[src/rtl/glitch_guard_regs.sv]
module glitch_guard_regs #(
  parameter int          NDET       = 4,
  parameter int          SW         = 2,
  parameter int          ADDR_W     = 5,
  parameter logic [15:0] ARM_IDLE   = 16'h5BAD,
  parameter logic [15:0] DISARM_KEY = 16'hDCAF,
  parameter logic [7:0]  SENS_KEY   = 8'hDE
) (
  input  logic                 clk,
  input  logic                 rst_n,
  input  logic                 psel,
  input  logic                 penable,
  input  logic                 pwrite,
  input  logic [ADDR_W-1:0]    paddr,
  input  logic [31:0]          pwdata,
  input  logic [2:0]           pprot,
  output logic [31:0]          prdata,
  output logic                 pready,
  output logic                 pslverr,
  input  logic                 otp_arm,
  input  logic [NDET*SW-1:0]   otp_sens,
  input  logic [NDET-1:0]      det_trig,
  output logic [NDET*SW-1:0]   sens_out,
  output logic                 armed,
  output logic                 pd_reset_req,
  output logic                 glitch_reason
);
  localparam int VW = NDET * SW;
  localparam int IW = ADDR_W - 2;
  localparam logic [IW-1:0] W_ARM  = IW'(0);
  localparam logic [IW-1:0] W_DIS  = IW'(1);
  localparam logic [IW-1:0] W_SENS = IW'(2);
  localparam logic [IW-1:0] W_LOCK = IW'(3);
  localparam logic [IW-1:0] W_STAT = IW'(4);
  localparam logic [IW-1:0] W_FRC  = IW'(5);

  logic [15:0]     arm_q, disarm_q;
  logic [VW-1:0]   sval_q, sinv_q;
  logic [7:0]      ssel_q, lock_q;
  logic [NDET-1:0] status_q, sync1_q, sync2_q;
  logic            ev_q, req_q, reason_q;

  wire [IW-1:0] widx   = paddr[ADDR_W-1:2];
  wire          secure = ~pprot[1];
  wire          wr     = psel & penable & pwrite & secure;
  wire          cfg_wr = wr & (lock_q == 8'd0);

  wire [NDET-1:0] clr_bits   = (wr && widx == W_STAT) ? pwdata[NDET-1:0] : '0;
  wire [NDET-1:0] force_bits = (wr && widx == W_FRC)  ? pwdata[NDET-1:0] : '0;
  wire [NDET-1:0] hits       = sync2_q | force_bits;
  wire            ev         = armed & (|hits);

  assign armed = (arm_q != ARM_IDLE) | (otp_arm & (disarm_q != DISARM_KEY));
  assign pready = 1'b1;
  assign pslverr = psel & penable & ~secure;
  assign pd_reset_req = req_q;
  assign glitch_reason = reason_q;

  wire use_sw = (ssel_q == SENS_KEY);
  for (genvar i = 0; i < NDET; i++) begin : g_sens
    wire [SW-1:0] v  = sval_q[i*SW +: SW];
    wire          ok = use_sw && (sinv_q[i*SW +: SW] == ~v);
    assign sens_out[i*SW +: SW] = ok ? v : otp_sens[i*SW +: SW];
  end

  always_ff @(posedge clk or negedge rst_n) begin
    if (!rst_n) begin
      arm_q    <= ARM_IDLE;
      disarm_q <= '0;
      sval_q   <= '0;
      sinv_q   <= '0;
      ssel_q   <= '0;
      lock_q   <= '0;
    end else if (cfg_wr) begin
      case (widx)
        W_ARM:  arm_q <= pwdata[15:0];
        W_DIS:  disarm_q <= pwdata[15:0];
        W_SENS: begin
          sval_q <= pwdata[VW-1:0];
          sinv_q <= pwdata[2*VW-1:VW];
          ssel_q <= pwdata[31:24];
        end
        W_LOCK: lock_q <= pwdata[7:0];
        default: ;
      endcase
    end
  end

  always_ff @(posedge clk or negedge rst_n) begin
    if (!rst_n) begin
      sync1_q  <= '0;
      sync2_q  <= '0;
      status_q <= '0;
      ev_q     <= 1'b0;
      req_q    <= 1'b0;
      reason_q <= 1'b0;
    end else begin
      sync1_q  <= det_trig;
      sync2_q  <= sync1_q;
      status_q <= (status_q & ~clr_bits) | hits;
      ev_q     <= ev;
      req_q    <= ev & ~ev_q;
      if (ev & ~ev_q) reason_q <= 1'b1;
    end
  end

  always_comb begin
    prdata = '0;
    if (psel && secure) begin
      case (widx)
        W_ARM:  prdata[15:0] = arm_q;
        W_DIS:  prdata[15:0] = disarm_q;
        W_SENS: begin
          prdata[VW-1:0]    = sval_q;
          prdata[2*VW-1:VW] = sinv_q;
          prdata[31:24]     = ssel_q;
        end
        W_LOCK: prdata[7:0] = lock_q;
        W_STAT: prdata[NDET-1:0] = status_q;
        default: ;
      endcase
    end
  end


  reset_pulse_single_chk: assert property (@(posedge clk) disable iff (!rst_n)
    pd_reset_req |=> !pd_reset_req);

  reset_pulse_armed_chk: assert property (@(posedge clk) disable iff (!rst_n)
    pd_reset_req |-> $past(armed));

  reason_sticky_chk: assert property (@(posedge clk) disable iff (!rst_n)
    !$fell(glitch_reason));

  reason_with_req_chk: assert property (@(posedge clk) disable iff (!rst_n)
    pd_reset_req |-> glitch_reason);

  lock_freeze_chk: assert property (@(posedge clk) disable iff (!rst_n)
    (lock_q != 8'd0) |=> ($stable(arm_q) && $stable(disarm_q) && $stable(sval_q)
                          && $stable(sinv_q) && $stable(ssel_q) && $stable(lock_q)));

  nonsecure_inert_chk: assert property (@(posedge clk) disable iff (!rst_n)
    (psel && penable && pprot[1]) |=> ($stable(arm_q) && $stable(disarm_q)
                          && $stable(lock_q) && $stable(ssel_q)));

  status_capture_chk: assert property (@(posedge clk) disable iff (!rst_n)
    ((status_q & $past(sync2_q)) == $past(sync2_q)));
endmodule

[config.mk]
export PLATFORM = sky130hd
export DESIGN_NAME = glitch_guard_regs
export DESIGN_NICKNAME = d
export VERILOG_FILES = /design/src/rtl/glitch_guard_regs.sv
export SDC_FILE = /design/constraint.sdc
export NUM_CORES = 1
export LEC_CHECK = 0
export BUFFER_PORTS_ARGS = -buffer_cell sky130_fd_sc_hd__buf_2
export CAP_MARGIN = 10
export CORE_AREA = 2 2 92 94
export DETAILED_ROUTE_END_ITERATION = 7
export DIE_AREA = 0 0 94 96
export PLACE_DENSITY = 0.8
export SLEW_MARGIN = 0
export SYNTH_ARGS = -nofsm -noshare
export SYNTH_HDL_FRONTEND = slang
export SYNTH_SLANG_ARGS = --single-unit
[constraint.sdc]
create_clock -name clk -period 2.4 [get_ports clk]
set_input_delay 0.24 -clock clk [delete_from_list [all_inputs] [get_ports clk]]
set_output_delay 0.24 -clock clk [all_outputs]
set_load 0.03 [all_outputs]
Word level (Yosys, flattened, before mapping)
Cells that the tools add are included.
Widths: inputs -> output; s select.
- add/sub/neg operators: 0
- multipliers: 0
- div/mod/pow operators: 0
- order comparisons: 0
- equal/unequal tests: 12
- shift operators: 0
- muxes and demuxes: 12
- bitwise operators: 19
- reductions and logical operators: 14
- operator list (kind ; count):
    $pmux 8 s3 ; 1
    $pmux 4 s5 ; 1
    $mux 16 ; 1
    $mux 8 ; 2
    $ne 16x15->1 const B ; 1
    $ne 16x16->1 const B ; 1
    $pmux 4 s4 ; 1
    $and 1x1->1 ; 8
    $eq 2x2->1 ; 4
    $eq 8x8->1 const B ; 1
    $logic_not 8->1 ; 1
    $mux 2 ; 4
    $mux 4 ; 2
    $not 2->2 ; 4
    $or 4x4->4 ; 2
    $reduce_and 2->1 ; 4
    $logic_and 1x1->1 ; 7
    $eq 3x2->1 const B ; 2
    $eq 3x3->1 const B ; 2
    $and 4x4->4 ; 1
    $not 4->4 ; 1
    $reduce_or 4->1 ; 1
    $eq 3x1->1 const B ; 1
    $logic_not 3->1 ; 1
    other kinds (2) ; 3
- register bits after elaboration: 79
- latch bits: 0
- memory bits (writable): 0
- bits in read-only memories: 0
- bits of input ports: 58
- output and inout bits: 45
- word-level logic and storage cells: 69
- memories: 0

Depth between registers and ports, before layout
- word-level depth: 9
- mapped depth: 6
- gate-level depth less buffers: 4

Worst setup path after synthesis
No wires, ideal clock.
- kind: register to output
- from: register ssel_q[0]
- to: output port sens_out[4]
- arrival: 1.760 ns
- data required time: 2.160 ns
- slack: 0.400 ns
- stages on the path, launching flop included: 5
- path buffers: 1
- path through: dfrtp_1 nand4b_1 clkbuf_1 nor4b_1 a2bb2oi_1
- cells in the longest elaborated chain, start to end: 3
- ends and longest elaborated chain (element ; RTL line ; text):
    from (decl) ; 39 ; logic [7:0] ssel_q, lock_q;
    from (signal assigned) ; 81 ; ssel_q <= pwdata[31:24];
    $eq 8x8->1 ; 59 ; wire use_sw = (ssel_q == SENS_KEY);
    $logic_and 1x1->1 ; 62 ; wire ok = use_sw && (sinv_q[i*SW +: SW] == ~v);
    $mux 2 ; 63 ; assign sens_out[i*SW +: SW] = ok ? v : otp_sens[i*SW +: SW];
    to (decl) ; 23 ; output logic [NDET*SW-1:0] sens_out,
Every way passes these cells.

Final worst setup path
- from: register ssel_q[0]
- to: output port sens_out[1]
The elaborated chain is that of the path after synthesis.

==> run summary <==
Status - finished clean
Setup repair after global routing missed its margin - false
Leakage - 2.50 nW
Core ar. - 0.00805 mm²
Initial antenna violation count - 0
GP Congestion - 0.885
DP HPWL - 7210 µm
Capture point of the worst reg-to-reg path - disarm_q[5]
Pin count of the biggest net entering global routing - 80
Sequential Power Share - 49.1%
Routed wire length - 10200 µm
Min Tclk post-route - 2.27 ns
Placement row count - 33
# Post-CTS Setup Buffers - 0
Global route overflow - 0
Vias per inst - 5.80
Final setup viols - 0
Power density over the cells - 679 mW/mm²
R2R cell count - 3
Gate power share - 17.7%
Wirelength per Cell - 19.0 µm
Die Wd - 94 µm
# IOs - 103
R2R Path Start - lock_q[7]
Clk pwr share - 33.3%
Final slew viol count - 0
CP endpoint kind - primary output
Worst min path class - in -> async
Ranking of synthesized cells by area - dfrtp_1 (40%), mux2_4 (14%), dfstp_2 (6.1%), mux2i_1 (4.2%), mux2_2 (4.2%)
Yosys top cell area share - 40.4%
H-tree depth - 3
Max cap viols - 0
Cell-internal power - 2.43 mW
Synth warn - 0
WP data required - 2.16 ns
CTS Buf Count - 9
Seq cells post-synth - 79
DR iter-0 viols - 241
Yosys cell types - 50
Critical path launch point type - flip-flop
Clock tree buffer depth - 2
Final Hold Vio Count - 0
Fin Setup TNS - 0 ns
Worst-margin pin slew - 0.999 ns
I/O Buffers - 81
Initial Util - 53.1%
Vias in the first global route - 3167
DR pass1 iterations - 4
# clock sinks - 79
Dpl ws - 0.425 ns
Area occupied by multi-input gates - 0.00210 mm²
Final WS setup - 0.129 ns
Fill count - 649
Antenna Nets Post-Route - 0
Register area - 0.00199 mm²
FMAX - 0.440 GHz
Nets - 486
Register area share after synthesis - 46.5%
P&R area growth vs syn - 16.9%
Arrival @ worst endpoint - 2.03 ns
Die area - 0.00902 mm²
First-pass GRT wire length - 15900 µm
Sw Share - 28.4%
Crit path max fanout - 16
Syn Inst Count - 340
Avg Cell Area, Syn - 12.6 µm²
Total global-route track usage - 23.3%
Root Driver - clkbuf_8
Clock latency on the worst-skew pair - 0.36 ns
Setup Crit Path Kind - reg -> out
Largest area contributor in the netlist - dfrtp_1
DRC viols - 0
Period utilisation layout - 94.6%
Die height - 96 µm
Antenna diodes - 0
Sw Pwr - 0.965 mW
Post-route clock skew - 0.0109 ns
Vias - 3118
Netlist Area Pre-Place - 0.00427 mm²
Slew headroom - 33.4%
Setup slack, reg-to-reg - 0.42 ns
Share of cells above drive strength 1 - 43.0%
VDD IR-drop max - 343 µV
CTS tree - done
Clock slew at reported path FFs - 0.08 ns
-- synth_stat cells (all sizes together) --
library cell and number:
a21boi 1, a21o 8, a21oi 16, a22oi 3
a2bb2oi 7, and2 8, and3 1, and4 2
and4b 2, buf 17, clkbuf 7, conb 2
dfrtp 69, dfstp 10, inv 8, mux2 56
mux2i 18, mux4 1, nand2 6, nand2b 4
nand3 5, nand3b 2, nand4 4, nand4b 4
nand4bb 2, nor2 25, nor2b 2, nor3 7
nor4 6, nor4b 7, nor4bb 1, o211ai 4
o21ai 2, o22a 4, o31a 1, o31ai 1
o41ai 8, or2 1, xnor2 8
-- cell families (layout without fill, tap and decap cells) --
logic type / count (synthesis) / after routing / synth area share (%)
DFF: 79 / 79 / 46.5
buffers and inverters: 32 / 118 / 5.18
muxes: 75 / 75 / 23.0
xor gates and xnor gates: 8 / 8 / 1.64
AOI/OAI and AO/OA: 55 / 55 / 9.22
other: 2 / 9 / 0.176
and+or+nand+nor: 89 / 89 / 14.2
-- metrics by stage --
| stage | util, % | hold WS, ns | power (mW) | cells | instance area [µm²] |
|---|---|---|---|---|---|
| after floorplan | - | -0.0556 | 2.09 | 347 | 4300 |
| after global placement | 58.6 | 0.334 | 2.24 | 518 | 4720 |
| after detailed placement | 58.6 | 0.338 | 2.27 | 518 | 4720 |
| after CTS | 61.9 | 0.0818 | 3.40 | 538 | 4980 |
| after global routing | 62.1 | 0.112 | 3.53 | 538 | 5000 |
| final | 62.1 | 0.0394 | 3.39 | 538 | 5000 |
-- layer usage --
metal  vias to the layer above  routed length [µm]  GRT usage [%]  part of all wire [%]
met5                         -                   0              0                     0
met4                         0                 155           9.66                   1.5
met3                        14                 616           3.92                   6.0
met2                       122                5030           39.4                    49
met1                      1579                4400           30.0                    43
li1                       1403                   -              -                     -
-- flip-flops by register name, indices dropped and copies added, names as in the netlist, 8 cells and up --
signal	cells
sinv_q	8
disarm_q	16
ssel_q	8
sval_q	8
arm_q	16
lock_q	8
-- critical path, cell delays in order, from the launching register on --
cell and delay, ns:
dfrtp_1 0.39, nand4b_1 0.19, buf_4 0.22, nor4b_2 0.33, a2bb2oi_1 0.28, buf_2 0.25
-- power by group through the flow --
stage               clock [mW]  combinational, mW  sequential [mW]
floorplan                    0              0.461             1.63
global placement             0              0.569             1.67
detailed placement           0              0.590             1.68
CTS                       1.14              0.599             1.66
global route              1.20              0.646             1.68
finish                    1.13              0.600             1.66
-- layout make-up --
type                       count  share of cell area (%)
multi-input combinational    236                    42.1
sequential                    79                    39.8
timing repair buffer          94                    10.3
clock buffer                  10                    2.75
tap                          105                    2.63
clock inverter                 6                    1.83
inverter                       8                   0.601
-- placed cells by master, fill, tap and decap left out, drive strengths merged, types with 9 or more instances in the layout --
cell,synthesis,final
a21oi,16,16
conb,2,9
buf,17,90
dfrtp,69,69
nor2,25,25
mux2i,18,18
dfstp,10,10
clkbuf,7,10
mux2,56,56
inv,8,9
-- repair_timing --
item / CTS / global route
gates resized for setup: 0 / 2
endpoints found under the setup margin: 0 / 2
hold buffers: 4 / 0
hold endpoints to repair: 4 / 0
-- worst max path at each step --
stage                         start      endpoint  slack, ns  depth (start not counted)
after floorplan           ssel_q[0]   sens_out[4]       0.40                          4
after global placement    lock_q[7]   disarm_q[9]       0.45                          3
after detailed placement  lock_q[7]  disarm_q[12]       0.42                          3
after CTS                 ssel_q[0]   sens_out[1]       0.06                          5
after global routing      ssel_q[0]   sens_out[2]       0.05                          5
final                     ssel_q[0]   sens_out[1]       0.13                          5
No activity file was read; power rests on OpenSTA's default activity.
